### config.mk
export PLATFORM = sky130hd
export DESIGN_NAME = trap_ctrl
export DESIGN_NICKNAME = d
export VERILOG_FILES = /design/src/rtl/trap_ctrl_pkg.sv /design/src/rtl/trap_irq_detect.sv /design/src/rtl/trap_arbiter.sv /design/src/rtl/trap_state.sv /design/src/rtl/trap_ctrl.sv
export SDC_FILE = /design/constraint.sdc
export NUM_CORES = 1
export LEC_CHECK = 0
export BUFFER_PORTS_ARGS = -buffer_cell sky130_fd_sc_hd__buf_2
export CAP_MARGIN = 10
export CORE_MARGIN = 5
export CORE_UTILIZATION = 49
export CTS_CLUSTER_DIAMETER = 80
export DETAILED_ROUTE_END_ITERATION = 10
export MAX_ROUTING_LAYER = met4
export PLACE_DENSITY = 0.82
export SLEW_MARGIN = 20
export SYNTH_ARGS = -nofsm -noshare
export SYNTH_HDL_FRONTEND = slang
export SYNTH_HIERARCHICAL = 1
export SYNTH_SLANG_ARGS = --single-unit
### constraint.sdc
create_clock -name clk -period 2.6 [get_ports clk]
set_input_delay 0.26 -clock clk [delete_from_list [all_inputs] [get_ports clk]]
set_output_delay 0.26 -clock clk [all_outputs]
set_load 0.02 [all_outputs]
### src/rtl/trap_ctrl_pkg.sv
package trap_ctrl_pkg;
   localparam int WORD_W = 32;
   localparam int STAT_W = 6;
   localparam int CODE_W = 5;
   localparam int IDX_W  = 5;
   localparam int CAUSE_PAD = WORD_W - 3 - CODE_W;

   localparam logic [IDX_W-1:0] IDX_STATUS = 5'd12;
   localparam logic [IDX_W-1:0] IDX_CAUSE  = 5'd13;
   localparam logic [IDX_W-1:0] IDX_EPC    = 5'd14;
   localparam logic [IDX_W-1:0] IDX_PRID   = 5'd15;

   localparam logic [CODE_W-1:0] CODE_HWINT = 5'd0;
   localparam logic [WORD_W-1:0] RFE_WORD   = 32'h4200_0010;
   localparam logic [STAT_W-1:0] STAT_RESET = 6'h02;
endpackage

### src/rtl/trap_irq_detect.sv
module trap_irq_detect
   import trap_ctrl_pkg::*;
#(
   parameter int NUM_IRQ  = 8,
   parameter bit IRQ_EDGE = 1'b1
) (
   input  logic               clk,
   input  logic               rst_n,
   input  logic [NUM_IRQ-1:0] lines_i,
   input  logic               ie_i,
   input  logic               grant_i,
   output logic               req_o
);
   if (NUM_IRQ < 2) begin : g_bad_num
      $error("trap_irq_detect: NUM_IRQ must be at least 2");
   end

   if (IRQ_EDGE) begin : g_edge
      logic [NUM_IRQ-1:0] prev_q;
      logic [NUM_IRQ-1:0] rise;
      logic               pend_q;
      logic               qual;

      assign rise  = lines_i & ~prev_q;
      assign qual  = rise[0] | (ie_i & (|rise[NUM_IRQ-1:1]));
      assign req_o = pend_q | qual;

      always_ff @(posedge clk) begin
         if (!rst_n) begin
            prev_q <= '0;
            pend_q <= 1'b0;
         end else begin
            prev_q <= lines_i;
            pend_q <= grant_i ? 1'b0 : (pend_q | qual);
         end
      end

      p_pend_kept_r5: assert property (@(posedge clk) disable iff (!rst_n)
         (req_o && !grant_i) |=> req_o);
   end else begin : g_level
      logic unused_lvl;
      assign unused_lvl = grant_i ^ clk ^ rst_n;
      assign req_o = lines_i[0] | (ie_i & (|lines_i[NUM_IRQ-1:1]));
   end
endmodule

### src/rtl/trap_arbiter.sv
module trap_arbiter
   import trap_ctrl_pkg::*;
(
   input  logic              clk,
   input  logic              rst_n,
   input  logic              sw_req_i,
   input  logic [CODE_W-1:0] sw_code_i,
   input  logic              hw_req_i,
   output logic              trap_o,
   output logic [CODE_W-1:0] code_o,
   output logic              hw_grant_o
);
   assign trap_o     = sw_req_i | hw_req_i;
   assign hw_grant_o = hw_req_i & ~sw_req_i;
   assign code_o     = sw_req_i ? sw_code_i : CODE_HWINT;

   p_sw_wins_r5: assert property (@(posedge clk) disable iff (!rst_n)
      sw_req_i |-> (trap_o && code_o == sw_code_i && !hw_grant_o));

   p_hw_code_r4: assert property (@(posedge clk) disable iff (!rst_n)
      hw_grant_o |-> (trap_o && code_o == 5'd0));
endmodule

### src/rtl/trap_state.sv
module trap_state
   import trap_ctrl_pkg::*;
(
   input  logic              clk,
   input  logic              rst_n,
   input  logic              trap_i,
   input  logic [CODE_W-1:0] code_i,
   input  logic [WORD_W-1:0] pc_i,
   input  logic              ds_i,
   input  logic              rfe_i,
   input  logic              wr_en_i,
   input  logic [IDX_W-1:0]  wr_idx_i,
   input  logic [WORD_W-1:0] wr_data_i,
   output logic [STAT_W-1:0] status_o,
   output logic [WORD_W-1:0] cause_o,
   output logic [WORD_W-1:0] epc_o
);
   localparam logic [WORD_W-1:0] WORD_STEP = WORD_W'(4);

   logic wr_status, wr_epc;
   assign wr_status = wr_en_i && (wr_idx_i == IDX_STATUS);
   assign wr_epc    = wr_en_i && (wr_idx_i == IDX_EPC);

   always_ff @(posedge clk) begin
      if (!rst_n) begin
         status_o <= STAT_RESET;
         cause_o  <= '0;
         epc_o    <= '0;
      end else if (trap_i) begin
         status_o <= {status_o[3:0], 1'b1, status_o[0]};
         cause_o  <= {ds_i, {CAUSE_PAD{1'b0}}, code_i, 2'b00};
         epc_o    <= ds_i ? (pc_i - WORD_STEP) : pc_i;
      end else begin
         if (rfe_i)     status_o <= {status_o[5:4], status_o[5:2]};
         if (wr_status) status_o <= wr_data_i[STAT_W-1:0];
         if (wr_epc)    epc_o    <= wr_data_i;
      end
   end

   p_cause_fmt_r1: assert property (@(posedge clk) disable iff (!rst_n)
      trap_i |=> (cause_o[31] == $past(ds_i) && cause_o[6:2] == $past(code_i)
                  && cause_o[30:7] == '0 && cause_o[1:0] == 2'b00));

   p_stat_push_r2: assert property (@(posedge clk) disable iff (!rst_n)
      trap_i |=> (status_o[5:2] == $past(status_o[3:0]) && status_o[1]
                  && status_o[0] == $past(status_o[0])));

   p_epc_slot_r3: assert property (@(posedge clk) disable iff (!rst_n)
      trap_i |=> (epc_o == ($past(ds_i) ? $past(pc_i) - 32'd4 : $past(pc_i))));

   p_user_frozen_r10: assert property (@(posedge clk) disable iff (!rst_n)
      (!status_o[1] && !trap_i) |=> ($stable(status_o) && $stable(epc_o)));

   p_rfe_pop_r11: assert property (@(posedge clk) disable iff (!rst_n)
      (rfe_i && !trap_i && !wr_status) |=>
         (status_o[3:0] == $past(status_o[5:2]) && $stable(status_o[5:4])));
endmodule

### src/rtl/trap_ctrl.sv
module trap_ctrl
   import trap_ctrl_pkg::*;
#(
   parameter int          NUM_IRQ  = 8,
   parameter bit          IRQ_EDGE = 1'b1,
   parameter logic [31:0] TRAP_VEC = 32'h8000_0080,
   parameter logic [31:0] PROC_ID  = 32'h0000_0200
) (
   input  logic               clk,
   input  logic               rst_n,
   input  logic               sw_trap_req,
   input  logic [4:0]         sw_trap_code,
   input  logic [NUM_IRQ-1:0] irq_lines,
   input  logic [31:0]        instr_pc,
   input  logic               instr_in_slot,
   input  logic [31:0]        instr_word,
   input  logic               reg_wr_en,
   input  logic [4:0]         reg_idx,
   input  logic [31:0]        reg_wr_data,
   output logic [31:0]        reg_rd_data,
   output logic               trap_taken,
   output logic [31:0]        trap_vector,
   output logic               squash
);
   if (TRAP_VEC[1:0] != 2'b00) begin : g_bad_vec
      $error("trap_ctrl: TRAP_VEC must be word aligned");
   end

   logic [STAT_W-1:0] status;
   logic [WORD_W-1:0] cause, epc;
   logic              kernel, hw_req, hw_grant, trap, rfe, wr_ok;
   logic [CODE_W-1:0] code;

   assign kernel = status[1];
   assign rfe    = kernel && (instr_word == RFE_WORD);
   assign wr_ok  = kernel && reg_wr_en;

   trap_irq_detect #(.NUM_IRQ(NUM_IRQ), .IRQ_EDGE(IRQ_EDGE)) u_irq (
      .clk(clk), .rst_n(rst_n), .lines_i(irq_lines), .ie_i(status[0]),
      .grant_i(hw_grant), .req_o(hw_req));

   trap_arbiter u_arb (
      .clk(clk), .rst_n(rst_n), .sw_req_i(sw_trap_req), .sw_code_i(sw_trap_code),
      .hw_req_i(hw_req), .trap_o(trap), .code_o(code), .hw_grant_o(hw_grant));

   trap_state u_state (
      .clk(clk), .rst_n(rst_n), .trap_i(trap), .code_i(code), .pc_i(instr_pc),
      .ds_i(instr_in_slot), .rfe_i(rfe), .wr_en_i(wr_ok), .wr_idx_i(reg_idx),
      .wr_data_i(reg_wr_data), .status_o(status), .cause_o(cause), .epc_o(epc));

   always_comb begin
      reg_rd_data = '0;
      if (kernel) begin
         unique case (reg_idx)
            IDX_STATUS: reg_rd_data = {{(WORD_W-STAT_W){1'b0}}, status};
            IDX_CAUSE:  reg_rd_data = cause;
            IDX_EPC:    reg_rd_data = epc;
            IDX_PRID:   reg_rd_data = PROC_ID;
            default:    reg_rd_data = '0;
         endcase
      end
   end

   assign trap_taken  = trap;
   assign squash      = trap;
   assign trap_vector = TRAP_VEC;

   p_user_rd_zero_r10: assert property (@(posedge clk) disable iff (!rst_n)
      !status[1] |-> (reg_rd_data == 32'd0));

   p_kernel_after_trap_r7: assert property (@(posedge clk) disable iff (!rst_n)
      trap_taken |=> (reg_idx != IDX_STATUS || reg_rd_data[1]));
endmodule

==> parameters.txt, run 1 <==
Parameter                              Value

Critical path
  Required time reported for the critical path endpoint ... 2.34 ns
  Slowest library cell on the worst path ... or2_2
  Critical-path cell list ... nor2b_4 > o41ai_4 > nand2_1 > or2_2 > buf_2
  Setup crit start kind ... flop
  Highest cell delay on the worst timing path ... 0.60 ns
  Data arrival, critical path ... 2.08 ns
  Max FO, Critical Path ... 43
  Critical Path Sink Type ... output pin
  Worst setup path class ... flop to output pin
  Number of buffer and inverter stages on the critical path ... 1
  Family with the most delay on the worst path ... simple AND/OR/NAND/NOR gates

Placement
  Count of placed standard cells including taps ... 750
  Area post-placement ... 4830 µm²
  Port Buffers ... 152
  Worst slack at placement ... 0.286 ns
  Global placer's final weighted congestion ... 0.875
  HPWL Detailed ... 9.59 mm

Yosys
  Most frequent cell after synthesis ... buf_4
  Largest family of logic cells by synthesized area ... simple AND/OR/NAND/NOR gates
  Portion of netlist area occupied by mux cells ... 10.4%
  Post-synthesis cell area ... 4340 µm²
  Number of warnings issued by yosys ... 6
  Distinct cells, synth ... 61
  Count of mapped cells out of synthesis ... 524
  Sequential fraction of the synthesis area ... 24.4%
  Most instantiated cells after synthesis ... buf_4, dfxtp_1, nand3_1
  Adder and majority cell fraction of the synthesized area ... 0.288%
  Area share of the largest cell type after synthesis ... 24.4%
  Basic-gate share of the synthesized area counting and, or, nand and nor cells ... 26.4%
  Synthesized-area fraction occupied by ao, oa, aoi and oai cells ... 15.9%
  Share of async-settable or async-resettable flops after synthesis ... 0%
  Register bit count reported by yosys ... 53
  Area share of xor/xnor cells in the synthesized design ... 5.85%
  Mean area per synthesized cell ... 8.29 µm²
  EDFF count, synth ... 0
  Ranking of synthesized cells by area ... dfxtp_1, buf_4, mux2_2, nand3_1, a21oi_1
  Primary flip-flop cell chosen by synthesis mapping ... dfxtp_1
  Biggest area consumer among synthesized cells ... dfxtp_1

Clock tree
  Number of hold buffers added after CTS ... 0
  Post-cts resize count ... 0
  Clock tree from TritonCTS ... yes
  Clock insertion delay at the later pin of the skew report ... 0.30 ns
  Root buffer selected by CTS ... clkbuf_8
  CTS clock-pin slew for the worst setup and hold paths ... 0.09 ns
  Maximum root-to-sink buffer count ... 2
  Level count of the clock H-tree ... 2
  Buffer count from post-CTS setup fixing ... 0
  TritonCTS Buffers ... 5
  Number of clock sinks seen by CTS ... 53

GRT
  Maximum number of pins on one net before global-route repair ... 52
  Grt ovf ... 0
  Total track usage ... 21.1%
  Number of antenna violations at the first check in global routing ... 0
  First-pass GRT wire length ... 18.7 mm
  Vias in the first global route ... 3819

Detailed routing
  Remaining routing DRC violations ... 0
  Total number of vias ... 3999
  Starting DRT DRC Count ... 286
  Final wirelength ... 12.0 mm
  Final antenna-violating net count ... 0
  Mean routed wirelength per cell ... 15.9 µm
  Ratio of routed vias to standard cells ... 5.28
  First-pass detailed-route iteration total ... 4

Timing
  Transition time at the pin with the least slew margin ... 0.813 ns
  Final setup violation count ... 0
  Final worst setup slack ... 0.257 ns
  Min Clock Period, post-route ... 2.34 ns
  Worst hold slack across all endpoints ... 0.168 ns
  Fmax ... 0.427 GHz
  TNS Setup ... 0 ns
  Clk_skew ... 0.00913 ns
  Part of the cycle the worst path needs ... 90.1%
  Unrepaired setup endpoints after global routing ... false
  Slew Limit Fails ... 0
  Final hold violations ... 0
  Tightest slew margin relative to the limit ... 45.8%

Die
  Total Die Area ... 10800 µm²
  Floorplan core area ... 8680 µm²
  Die Span Y ... 104 µm
  Die boundary width ... 104 µm
  Number of cell rows ... 34
  Number of placed I/O pins ... 185
  Starting Density ... 50.0%

Power and ir drop
  Leakage power figure ... 2.11 nW
  Cell area power density ... 393 nW/µm²
  VDD IR max ... 0.218 mV

Layout
  Share of post-route cells with drive strength above 1 ... 35.4%
  Number of nets in the final layout ... 769
  Non-filler instance count after layout ... 758
  Area taken by flip-flops and latches ... 1060 µm²
  Antenna Cells ... 0
  Area of the multi-input gates ... 2780 µm²
  Number of filler cells placed in the layout ... 807
  Fin area ... 4950 µm²
  Layout area overhead ... 13.9%

Worst hold path
  Min-Delay Path Class ... input port to flop

Outcome
  Result of the run ... finished, final reports clean

Flow run
  MaxCap Viol Count ... 0
[final timing paths]
kind | slack [ns] | endpoint | from | cells after the start
setup / recovery | 0.26 | trap_taken | u_irq/g_edge.prev_q[4]$_SDFF_PN0_ | 5
hold / removal | 0.17 | u_irq/g_edge.prev_q[0]$_SDFF_PN0_ | irq_lines[0] | 2
setup reg to reg | 0.34 | u_state/epc_o[17]$_SDFFE_PN0P_ | u_irq/g_edge.prev_q[4]$_SDFF_PN0_ | 7
hold reg to reg | 0.50 | u_state/cause_o[2]$_SDFFE_PN0P_ | u_state/cause_o[2]$_SDFFE_PN0P_ | 2
[placed cells by master (no fill, tap or decap), drive strengths merged, types with 18 or more instances in the layout]
| master | instances |
|---|---|
| dfxtp | 53 |
| conb | 58 |
| o21ai | 24 |
| buf | 158 |
| mux2i | 18 |
| a21oi | 58 |
| mux2 | 24 |
| nand3 | 53 |
[cell families (layout without fill, tap and decap cells)]
family | count (synthesis) | in the layout
AOI/OAI and AO/OA | 109 | 109
xor gates and xnor gates | 29 | 29
adders and majority gates | 1 | 1
buffers and inverters | 106 | 177
DFF | 53 | 53
muxes | 42 | 42
other | 3 | 58
and+or+nand+nor | 181 | 181
[sequential cells by signal, summed over array words and instances (netlist names)]
| register | cells |
|---|---|
| u_state/epc_o | 32 |
| u_irq/g_edge.prev_q | 8 |
| u_state/cause_o | 6 |
| u_state/status_o | 6 |
| u_irq/g_edge.pend_q | 1 |
[report_power, final]
part / leakage [nW] / internal (mW) / switching [mW]
clock: 0.0585 / 0.314 / 0.260
combinational: 1.61 / 0.191 / 0.272
sequential: 0.440 / 0.871 / 0.0382
[per-layer routing]
metal  vias to the layer above  GRT usage, %  share of wire [%]
met3                        20          2.98                5.6
met4                         0          6.11                1.9
li1                       1984             -                  -
met2                       155          33.4                 48
met1                      1840          28.0                 44
met5                         -             -                  0
[per-stage QoR]
step	util, %	total power [mW]
after global routing	57.0	2.03
after global placement	55.7	1.36
after detailed placement	55.7	1.38
after CTS	57.0	1.94
after floorplan	-	1.28
final	57.0	1.95
[area by class of cell]
type	instances	share of cell area, %
clock inverter	1	0.607
inverter	11	0.834
timing repair buffer	158	16.5
multi-input combinational	420	56.1
clock buffer	7	1.74
tap	108	2.73
sequential	53	21.4
Note: power is estimated with default switching activity, not from simulation.
==> inputs of run 2 (changes only) <==
--- a/config.mk
+++ b/config.mk
@@ -7,12 +7,13 @@
 export LEC_CHECK = 0
 export BUFFER_PORTS_ARGS = -buffer_cell sky130_fd_sc_hd__buf_2
 export CAP_MARGIN = 10
+export CORE_ASPECT_RATIO = 0.5
 export CORE_MARGIN = 5
-export CORE_UTILIZATION = 49
+export CORE_UTILIZATION = 44
 export CTS_CLUSTER_DIAMETER = 80
 export DETAILED_ROUTE_END_ITERATION = 10
 export MAX_ROUTING_LAYER = met4
-export PLACE_DENSITY = 0.82
+export PLACE_DENSITY = 0.78
 export SLEW_MARGIN = 20
 export SYNTH_ARGS = -nofsm -noshare
 export SYNTH_HDL_FRONTEND = slang
==> constraint.sdc (replaced) <==
create_clock -name clk -period 2 [get_ports clk]
set_input_delay 0.2 -clock clk [delete_from_list [all_inputs] [get_ports clk]]
set_output_delay 0.2 -clock clk [all_outputs]
set_load 0.02 [all_outputs]
==> run 2 against run 1 <==
  * Die area grew 11%
  * Wire length grew 3.6%
  * Global-route usage shrank 0.94 points
  * Critical endpoint is now u_state/epc_o[11]$_SDFFE_PN0P_
==> parameters.txt, run 2 (same netlist as run 1, synthesis figures left out) <==
Parameter                              Value

Layout
  Area of the multi-input gates ... 2810 µm² (was 2780 µm²)
  Layout area overhead ... 19.9% (was 13.9%)
  Number of filler cells placed in the layout ... 890 (was 807)
  Max FFs per register ... 32 (unchanged)
  Area taken by flip-flops and latches ... 1060 µm² (about the same)
  Share of post-route cells with drive strength above 1 ... 37.5% (was 35.4%)
  Final core occ ... 54.6% (was 57.0%)
  Number of nets in the final layout ... 781 (was 769)
  Top reg by flops ... u_state/epc_o (unchanged)
  Most frequent cells in the layout ... buf_2, conb_1, nand3_1, dfxtp_1, a21oi_1 (unchanged)
  Largest registers ranked by flip-flop count ... u_state/epc_o (32), u_irq/g_edge.prev_q (8) (unchanged)
  Leading cell type in the layout, fill and taps excluded ... buf_2 (unchanged)

GRT
  First-pass GRT wire length ... 18.7 mm (about the same)
  Maximum number of pins on one net before global-route repair ... 52 (unchanged)
  Number of antenna violations at the first check in global routing ... 1 (was 0)
  Grt ovf ... 0 (unchanged)
  Total track usage ... 20.1% (was 21.1%)
  Vias in the first global route ... 3712 (was 3819)

Worst hold path
  Min-Delay Path Class ... input port to flop (unchanged)
  Startpoint of the tightest hold check path ... irq_lines[6] (was irq_lines[0])
  Worst hold endpoint ... u_irq/g_edge.prev_q[6]$_SDFF_PN0_ (was u_irq/g_edge.prev_q[0]$_SDFF_PN0_)
  Hold Crit Depth ... 2 (unchanged)

Critical path
  Critical register-to-register path endpoint ... u_state/epc_o[11]$_SDFFE_PN0P_ (was u_state/epc_o[17]$_SDFFE_PN0P_)
  Internal reg-to-reg setup slack ... 0.04 ns (was 0.34 ns)
  Required time reported for the critical path endpoint ... 2.18 ns (was 2.34 ns)
  Max FO, Critical Path ... 20 (was 43)
  Worst reg2reg path startpoint ... u_state/status_o[1]$_SDFFE_PP1N_ (was u_irq/g_edge.prev_q[4]$_SDFF_PN0_)
  Setup crit start kind ... flop (unchanged)
  Data arrival, critical path ... 2.14 ns (was 2.08 ns)
  Worst setup path class ... flop to flop (was flop to output pin)
  Critical Path Sink Type ... flop (was output pin)
  Worst r2r path cells ... 8 (was 7)

Clock tree
  TritonCTS Buffers ... 5 (unchanged)
  Maximum root-to-sink buffer count ... 2 (unchanged)
  CTS clock-pin slew for the worst setup and hold paths ... 0.07 ns (was 0.09 ns)
  Number of hold buffers added after CTS ... 0 (unchanged)
  Root buffer selected by CTS ... clkbuf_16 (was clkbuf_8)
  Clock insertion delay at the later pin of the skew report ... 0.30 ns (about the same)
  Number of clock sinks seen by CTS ... 53 (unchanged)
  Clock tree from TritonCTS ... yes (unchanged)
  Level count of the clock H-tree ... 2 (unchanged)

Timing
  Final hold violations ... 0 (unchanged)
  Final setup violation count ... 0 (unchanged)
  Unrepaired setup endpoints after global routing ... true (was false)
  Worst hold slack across all endpoints ... 0.122 ns (was 0.168 ns)
  Min Clock Period, post-route ... 1.96 ns
  Tightest slew margin relative to the limit ... 62.6% (was 45.8%)
  Slew Limit Fails ... 0 (unchanged)
  Part of the cycle the worst path needs ... 97.8%
  Fmax ... 0.511 GHz
  Final worst setup slack ... 0.0445 ns (was 0.257 ns)
  Clk_skew ... 0.00686 ns (was 0.00913 ns)
  Transition time at the pin with the least slew margin ... 0.558 ns (was 0.813 ns)

Die
  Floorplan core area ... 9540 µm² (was 8680 µm²)
  Total Die Area ... 12100 µm² (was 10800 µm²)
  Number of cell rows ... 25 (was 34)
  Starting Density ... 45.5% (was 50.0%)
  Die Span Y ... 80.3 µm (was 104 µm)
  Die boundary width ... 151 µm (was 104 µm)
  Number of placed I/O pins ... 185 (unchanged)

Detailed routing
  Total number of vias ... 4090 (was 3999)
  Starting DRT DRC Count ... 490 (was 286)
  Remaining routing DRC violations ... 0 (unchanged)
  Final antenna-violating net count ... 0 (unchanged)
  Ratio of routed vias to standard cells ... 5.13 (was 5.28)
  Mean routed wirelength per cell ... 15.6 µm (was 15.9 µm)
  First-pass detailed-route iteration total ... 5 (was 4)
  Final wirelength ... 12.5 mm (was 12.0 mm)

Power and ir drop
  Tot Pwr ... 2.85 mW (was 1.95 mW)
  Cell area power density ... 547 nW/µm² (was 393 nW/µm²)
  VDD IR max ... 0.333 mV (was 0.218 mV)
  Leakage power figure ... 2.22 nW (was 2.11 nW)

Placement
  HPWL Detailed ... 9.59 mm (about the same)
  Worst slack at placement ... 0.0527 ns (was 0.286 ns)
  Global placer's final weighted congestion ... 0.869 (was 0.875)
  Port Buffers ... 152 (unchanged)

Flow run
  MaxCap Viol Count ... 0 (unchanged)

Outcome
  Result of the run ... finished, final reports clean (unchanged)
[run 2: cell count changes in the layout (fill, tap and decap cells not counted), moves of 2 or more]
cell,change
clkbuf_8,-6
buf_4,+10
a211oi_2,+2
clkbuf_16,+6
buf_2,-2
a211oi_1,-2
[run 2: how the worst max path moves through the flow]
stage | start | endpoint | slack (ns) | depth (start not counted)
2_1_floorplan | u_irq/g_edge.prev_q[4]$_SDFF_PN0_ | u_state/status_o[4]$_SDFFE_PN0P_ | 0.15 | 8
3_3_place_gp | instr_pc[18] | u_state/epc_o[24]$_SDFFE_PN0P_ | 0.14 | 6
3_5_place_dp | u_state/status_o[1]$_SDFFE_PP1N_ | u_state/epc_o[27]$_SDFFE_PN0P_ | 0.05 | 7
4_1_cts | u_state/status_o[1]$_SDFFE_PP1N_ | u_state/epc_o[27]$_SDFFE_PN0P_ | 0.02 | 7
5_1_grt | u_irq/g_edge.prev_q[7]$_SDFF_PN0_ | trap_taken | -0.001 | 7
6_report | u_state/status_o[1]$_SDFFE_PP1N_ | u_state/epc_o[11]$_SDFFE_PN0P_ | 0.04 | 8
[run 2: where the power goes]
part	total, mW	internal (mW)	leakage (nW)	switching (mW)
registers	1.18	1.13	0.440	0.0541
clock network	1.02	0.600	0.0820	0.418
logic	0.645	0.276	1.69	0.368
total	2.85	2.01	2.22	0.841
[run 2: cell type report]
| type | instances | area share, % |
|---|---|---|
| multi-input cells | 421 | 54.0 |
| flip-flops and latches | 53 | 20.5 |
| repair buffers | 169 | 18.1 |
| well taps | 135 | 3.24 |
| clock buffers | 5 | 2.40 |
| clock inverters | 3 | 0.937 |
| inverters | 11 | 0.793 |
| diodes | 1 | 0.0481 |
[run 2: repair_timing]
action                                 in CTS  in global routing
buffers inserted                            3                  1
cloned                                      1                  1
pin swaps                                   2                  1
setup endpoints to repair                   2                 19
gates resized for setup                     1                 11
endpoints found under the hold margin       0                  0
[run 2: critical path, cell delays in order (launching register included)]
cell and delay, ns:
dfxtp_4 0.37, and2_1 0.13, nand4b_1 0.16, nor3b_4 0.29, buf_4 0.17, buf_8 0.17
mux2_2 0.34, o21ai_0 0.15, a21oi_1 0.06
[run 2: per-stage QoR]
step	instances	setup TNS, ns	cell area (µm²)
2_1_floorplan	579	0	4550
3_3_place_gp	783	0	4940
3_5_place_dp	783	0	4940
4_1_cts	795	0	5140
5_1_grt	798	-0.00135	5210
6_report	798	0	5210
[run 2: metal layers]
layer	track usage (%)	vias to the layer above	routed length [µm]
met5	-	-	0
met4	4.74	0	201
met3	3.21	17	1070
met2	30.5	158	5640
met1	28.2	1902	5540
li1	-	2013	-
==> inputs of run 3 (changes only) <==
--- a/config.mk
+++ b/config.mk
@@ -14,6 +14,7 @@
 export DETAILED_ROUTE_END_ITERATION = 10
 export MAX_ROUTING_LAYER = met4
 export PLACE_DENSITY = 0.78
+export REMOVE_ABC_BUFFERS = 1
 export SLEW_MARGIN = 20
 export SYNTH_ARGS = -nofsm -noshare
 export SYNTH_HDL_FRONTEND = slang
==> run 3 against run 2 <==
  * The flow now finishes with violations (negative setup slack)
  * Die area unchanged
  * Via count increased by 2.2%
  * Critical path depth is 1 lower
  * Total power shrank 3.5%
  * Sequential power hardly changed
  * First-iteration DRC count decreased by 50%
  * Worst setup slack worse by 0.054 ns
  * Worst hold slack worse by 0.0082 ns
  * Highest routed layer unchanged
==> parameters.txt, run 3 (same netlist as run 1, synthesis figures left out) <==
Parameter                              Value

Die
  Starting Density ... 45.5% (unchanged)
  Die Span Y ... 80.3 µm (unchanged)
  Die boundary width ... 151 µm (unchanged)
  Number of placed I/O pins ... 185 (unchanged)
  Floorplan core area ... 9540 µm² (unchanged)
  Number of cell rows ... 25 (unchanged)
  Total Die Area ... 12100 µm² (unchanged)

Critical path
  Slowest library cell on the worst path ... nor3b_4 (was dfxtp_4)
  Max FO, Critical Path ... 10 (was 20)
  Critical register-to-register path endpoint ... u_state/epc_o[26]$_SDFFE_PN0P_ (was u_state/epc_o[11]$_SDFFE_PN0P_)
  Worst reg2reg path startpoint ... u_state/status_o[1]$_SDFFE_PP1N_ (unchanged)
  Family with the most delay on the worst path ... simple AND/OR/NAND/NOR gates (unchanged)
  Data arrival, critical path ... 2.18 ns (was 2.14 ns)
  Internal reg-to-reg setup slack ... -0.009 ns (was 0.04 ns)
  Critical-path cell list ... and2_1 > nand4b_1 > nor3b_4 > clkbuf_16 > mux2_2 > o21ai_0 > a21oi_1 (was and2_1 > nand4b_1 > nor3b_4 > buf_4 > buf_8 > mux2_2 > o21ai_0 > a21oi_1)
  Worst r2r path cells ... 7 (was 8)
  Highest cell delay on the worst timing path ... 0.39 ns (was 0.37 ns)
  Number of buffer and inverter stages on the critical path ... 1 (was 2)
  Worst setup path class ... flop to flop (unchanged)
  Setup crit start kind ... flop (unchanged)
  Required time reported for the critical path endpoint ... 2.17 ns (was 2.18 ns)
  Critical Path Sink Type ... flop (unchanged)

Worst hold path
  Hold Crit Depth ... 2 (unchanged)
  Min-Delay Path Class ... input port to flop (unchanged)
  Startpoint of the tightest hold check path ... irq_lines[3] (was irq_lines[6])
  Worst hold endpoint ... u_irq/g_edge.prev_q[3]$_SDFF_PN0_ (was u_irq/g_edge.prev_q[6]$_SDFF_PN0_)

Power and ir drop
  Internal power consumption ... 1.90 mW (was 2.01 mW)
  Cell area power density ... 515 nW/µm² (was 547 nW/µm²)
  Share of total power in combinational logic ... 24.9% (was 22.6%)
  VDD IR max ... 0.442 mV (was 0.333 mV)
  Clock share of power ... 32.6% (was 35.8%)
  Leakage power figure ... 2.27 nW (was 2.22 nW)
  Fraction of power spent switching nets ... 30.8% (was 29.5%)
  Tot Pwr ... 2.75 mW (was 2.85 mW)
  Net switching power figure ... 0.846 mW (was 0.841 mW)
  Share of power burned in registers ... 42.5% (was 41.6%)

Timing
  Slew Limit Fails ... 0 (unchanged)
  Fmax ... 0.498 GHz (was 0.511 GHz)
  Unrepaired setup endpoints after global routing ... true (unchanged)
  Final setup violation count ... 4 (was 0)
  Transition time at the pin with the least slew margin ... 0.603 ns (was 0.558 ns)
  Tightest slew margin relative to the limit ... 59.5% (was 62.6%)
  Min Clock Period, post-route ... 2.01 ns (was 1.96 ns)
  Part of the cycle the worst path needs ... 100% (was 97.8%)
  Final worst setup slack ... -0.00916 ns (was 0.0445 ns)
  Final hold violations ... 0 (unchanged)
  Clk_skew ... 0.00733 ns (was 0.00686 ns)

Detailed routing
  Remaining routing DRC violations ... 0 (unchanged)
  First-pass detailed-route iteration total ... 5 (unchanged)
  Ratio of routed vias to standard cells ... 5.19 (was 5.13)
  Final antenna-violating net count ... 0 (unchanged)
  Starting DRT DRC Count ... 247 (was 490)
  Final wirelength ... 13.0 mm (was 12.5 mm)
  Mean routed wirelength per cell ... 16.1 µm (was 15.6 µm)
  Total number of vias ... 4179 (was 4090)

Layout
  Share of post-route cells with drive strength above 1 ... 39.2% (was 37.5%)
  Largest registers ranked by flip-flop count ... u_state/epc_o (32), u_irq/g_edge.prev_q (8) (unchanged)
  Max FFs per register ... 32 (unchanged)
  Most frequent cells in the layout ... buf_2, conb_1, nand3_1, dfxtp_1, a21oi_1 (unchanged)
  Number of nets in the final layout ... 788 (was 781)
  Layout area overhead ... 22.8% (was 19.9%)
  Number of filler cells placed in the layout ... 899 (was 890)
  Leading cell type in the layout, fill and taps excluded ... buf_2 (unchanged)
  Top reg by flops ... u_state/epc_o (unchanged)

GRT
  Vias in the first global route ... 4008 (was 3712)
  Grt ovf ... 0 (unchanged)
  Total track usage ... 20.3% (was 20.1%)
  First-pass GRT wire length ... 19.5 mm (was 18.7 mm)
  Number of antenna violations at the first check in global routing ... 1 (unchanged)
  Maximum number of pins on one net before global-route repair ... 41 (was 52)

Outcome
  Result of the run ... complete, but fails checks (was finished, final reports clean)
  Violations in the final reports ... negative setup slack

Clock tree
  Clock insertion delay at the later pin of the skew report ... 0.30 ns (about the same)
  Level count of the clock H-tree ... 2 (unchanged)
  Clock tree from TritonCTS ... yes (unchanged)
  Number of hold buffers added after CTS ... 0 (unchanged)
  Number of clock sinks seen by CTS ... 53 (unchanged)
  CTS clock-pin slew for the worst setup and hold paths ... 0.08 ns (was 0.07 ns)
  Root buffer selected by CTS ... clkbuf_16 (unchanged)
  Maximum root-to-sink buffer count ... 2 (unchanged)
  TritonCTS Buffers ... 5 (unchanged)

Placement
  Worst slack at placement ... 0.0643 ns (was 0.0527 ns)
  Port Buffers ... 152 (unchanged)
  HPWL Detailed ... 9.06 mm (was 9.59 mm)
  Global placer's final weighted congestion ... 0.831 (was 0.869)

Flow run
  MaxCap Viol Count ... 0 (unchanged)
==> run 3: cell types whose count changed in the layout (fill, tap and decap cells not counted), moves of 2 or more <==
cell / change
a21oi_1: -2
a21oi_2: +2
buf_6: +3
buf_8: +3
mux2_2: -5
mux2_4: +5
o21ai_0: -9
o21ai_1: +6
o21ai_2: +3
==> run 3: worst max path at each step <==
stage,startpoint,depth (start not counted),endpoint,slack (ns)
floorplan,u_state/status_o[1]$_SDFFE_PP1N_,6,u_state/epc_o[10]$_SDFFE_PN0P_,-2.11
global placement,irq_lines[4],8,u_state/epc_o[18]$_SDFFE_PN0P_,0.14
detailed placement,instr_pc[2],8,u_state/epc_o[18]$_SDFFE_PN0P_,0.06
CTS,u_irq/g_edge.prev_q[7]$_SDFF_PN0_,7,squash,0.009
global route,u_state/status_o[1]$_SDFFE_PP1N_,7,u_state/epc_o[26]$_SDFFE_PN0P_,-0.09
finish,u_state/status_o[1]$_SDFFE_PP1N_,7,u_state/epc_o[26]$_SDFFE_PN0P_,-0.009
==> run 3: metal layers <==
metal	routed length, µm	vias to the layer above	global-route usage, %
li1	-	2026	-
met3	823	27	4.51
met1	5480	1965	23.6
met5	0	-	-
met2	6420	161	35.5
met4	231	0	6.11
==> run 3: cell type report <==
| type | count | area [µm²] | area share (%) |
|---|---|---|---|
| multi-input combinational | 420 | 2860 | 53.5 |
| sequential | 53 | 1070 | 20.0 |
| timing repair buffer | 177 | 1050 | 19.7 |
| clock inverter | 3 | 25.0 | 0.469 |
| tap | 135 | 169 | 3.17 |
| antenna | 1 | 2.50 | 0.0469 |
| inverter | 11 | 41.3 | 0.774 |
| clock buffer | 5 | 125 | 2.35 |
==> run 3: worst register-to-register path: stages, from the launching register on <==
cell and delay (ns):
dfxtp_4 0.36, and2_1 0.12, nand4b_1 0.16, nor3b_4 0.39, clkbuf_16 0.26, mux2_2 0.34
o21ai_0 0.18, a21oi_1 0.07
==> run 3: power groups by stage <==
stage | sequential, mW | combinational, mW | clock [mW]
after floorplan | 1.18 | 0.353 | 0
after global placement | 1.19 | 0.596 | 0
after detailed placement | 1.19 | 0.608 | 0
after CTS | 1.17 | 0.649 | 0.904
after global routing | 1.18 | 0.743 | 0.958
final | 1.17 | 0.683 | 0.896
==> run 3: repair_timing <==
item,in CTS,in global routing
cloned,2,3
setup buffers,2,6
hold endpoints to repair,0,0
resized for setup,2,42
endpoints found under the setup margin,2,40
pin swaps,0,4
==> run 3: through the flow <==
step | utilization, % | instances | area (µm²) | hold slack (ns) | setup TNS (ns)
2_1_floorplan | - | 484 | 3870 | 0.322 | -101.00
3_3_place_gp | 51.9 | 785 | 4950 | 0.416 | 0
3_5_place_dp | 51.9 | 785 | 4950 | 0.420 | 0
4_1_cts | 54.4 | 797 | 5190 | 0.110 | 0
5_1_grt | 55.9 | 805 | 5340 | 0.124 | -1.19
6_report | 55.9 | 805 | 5340 | 0.114 | -0.0220
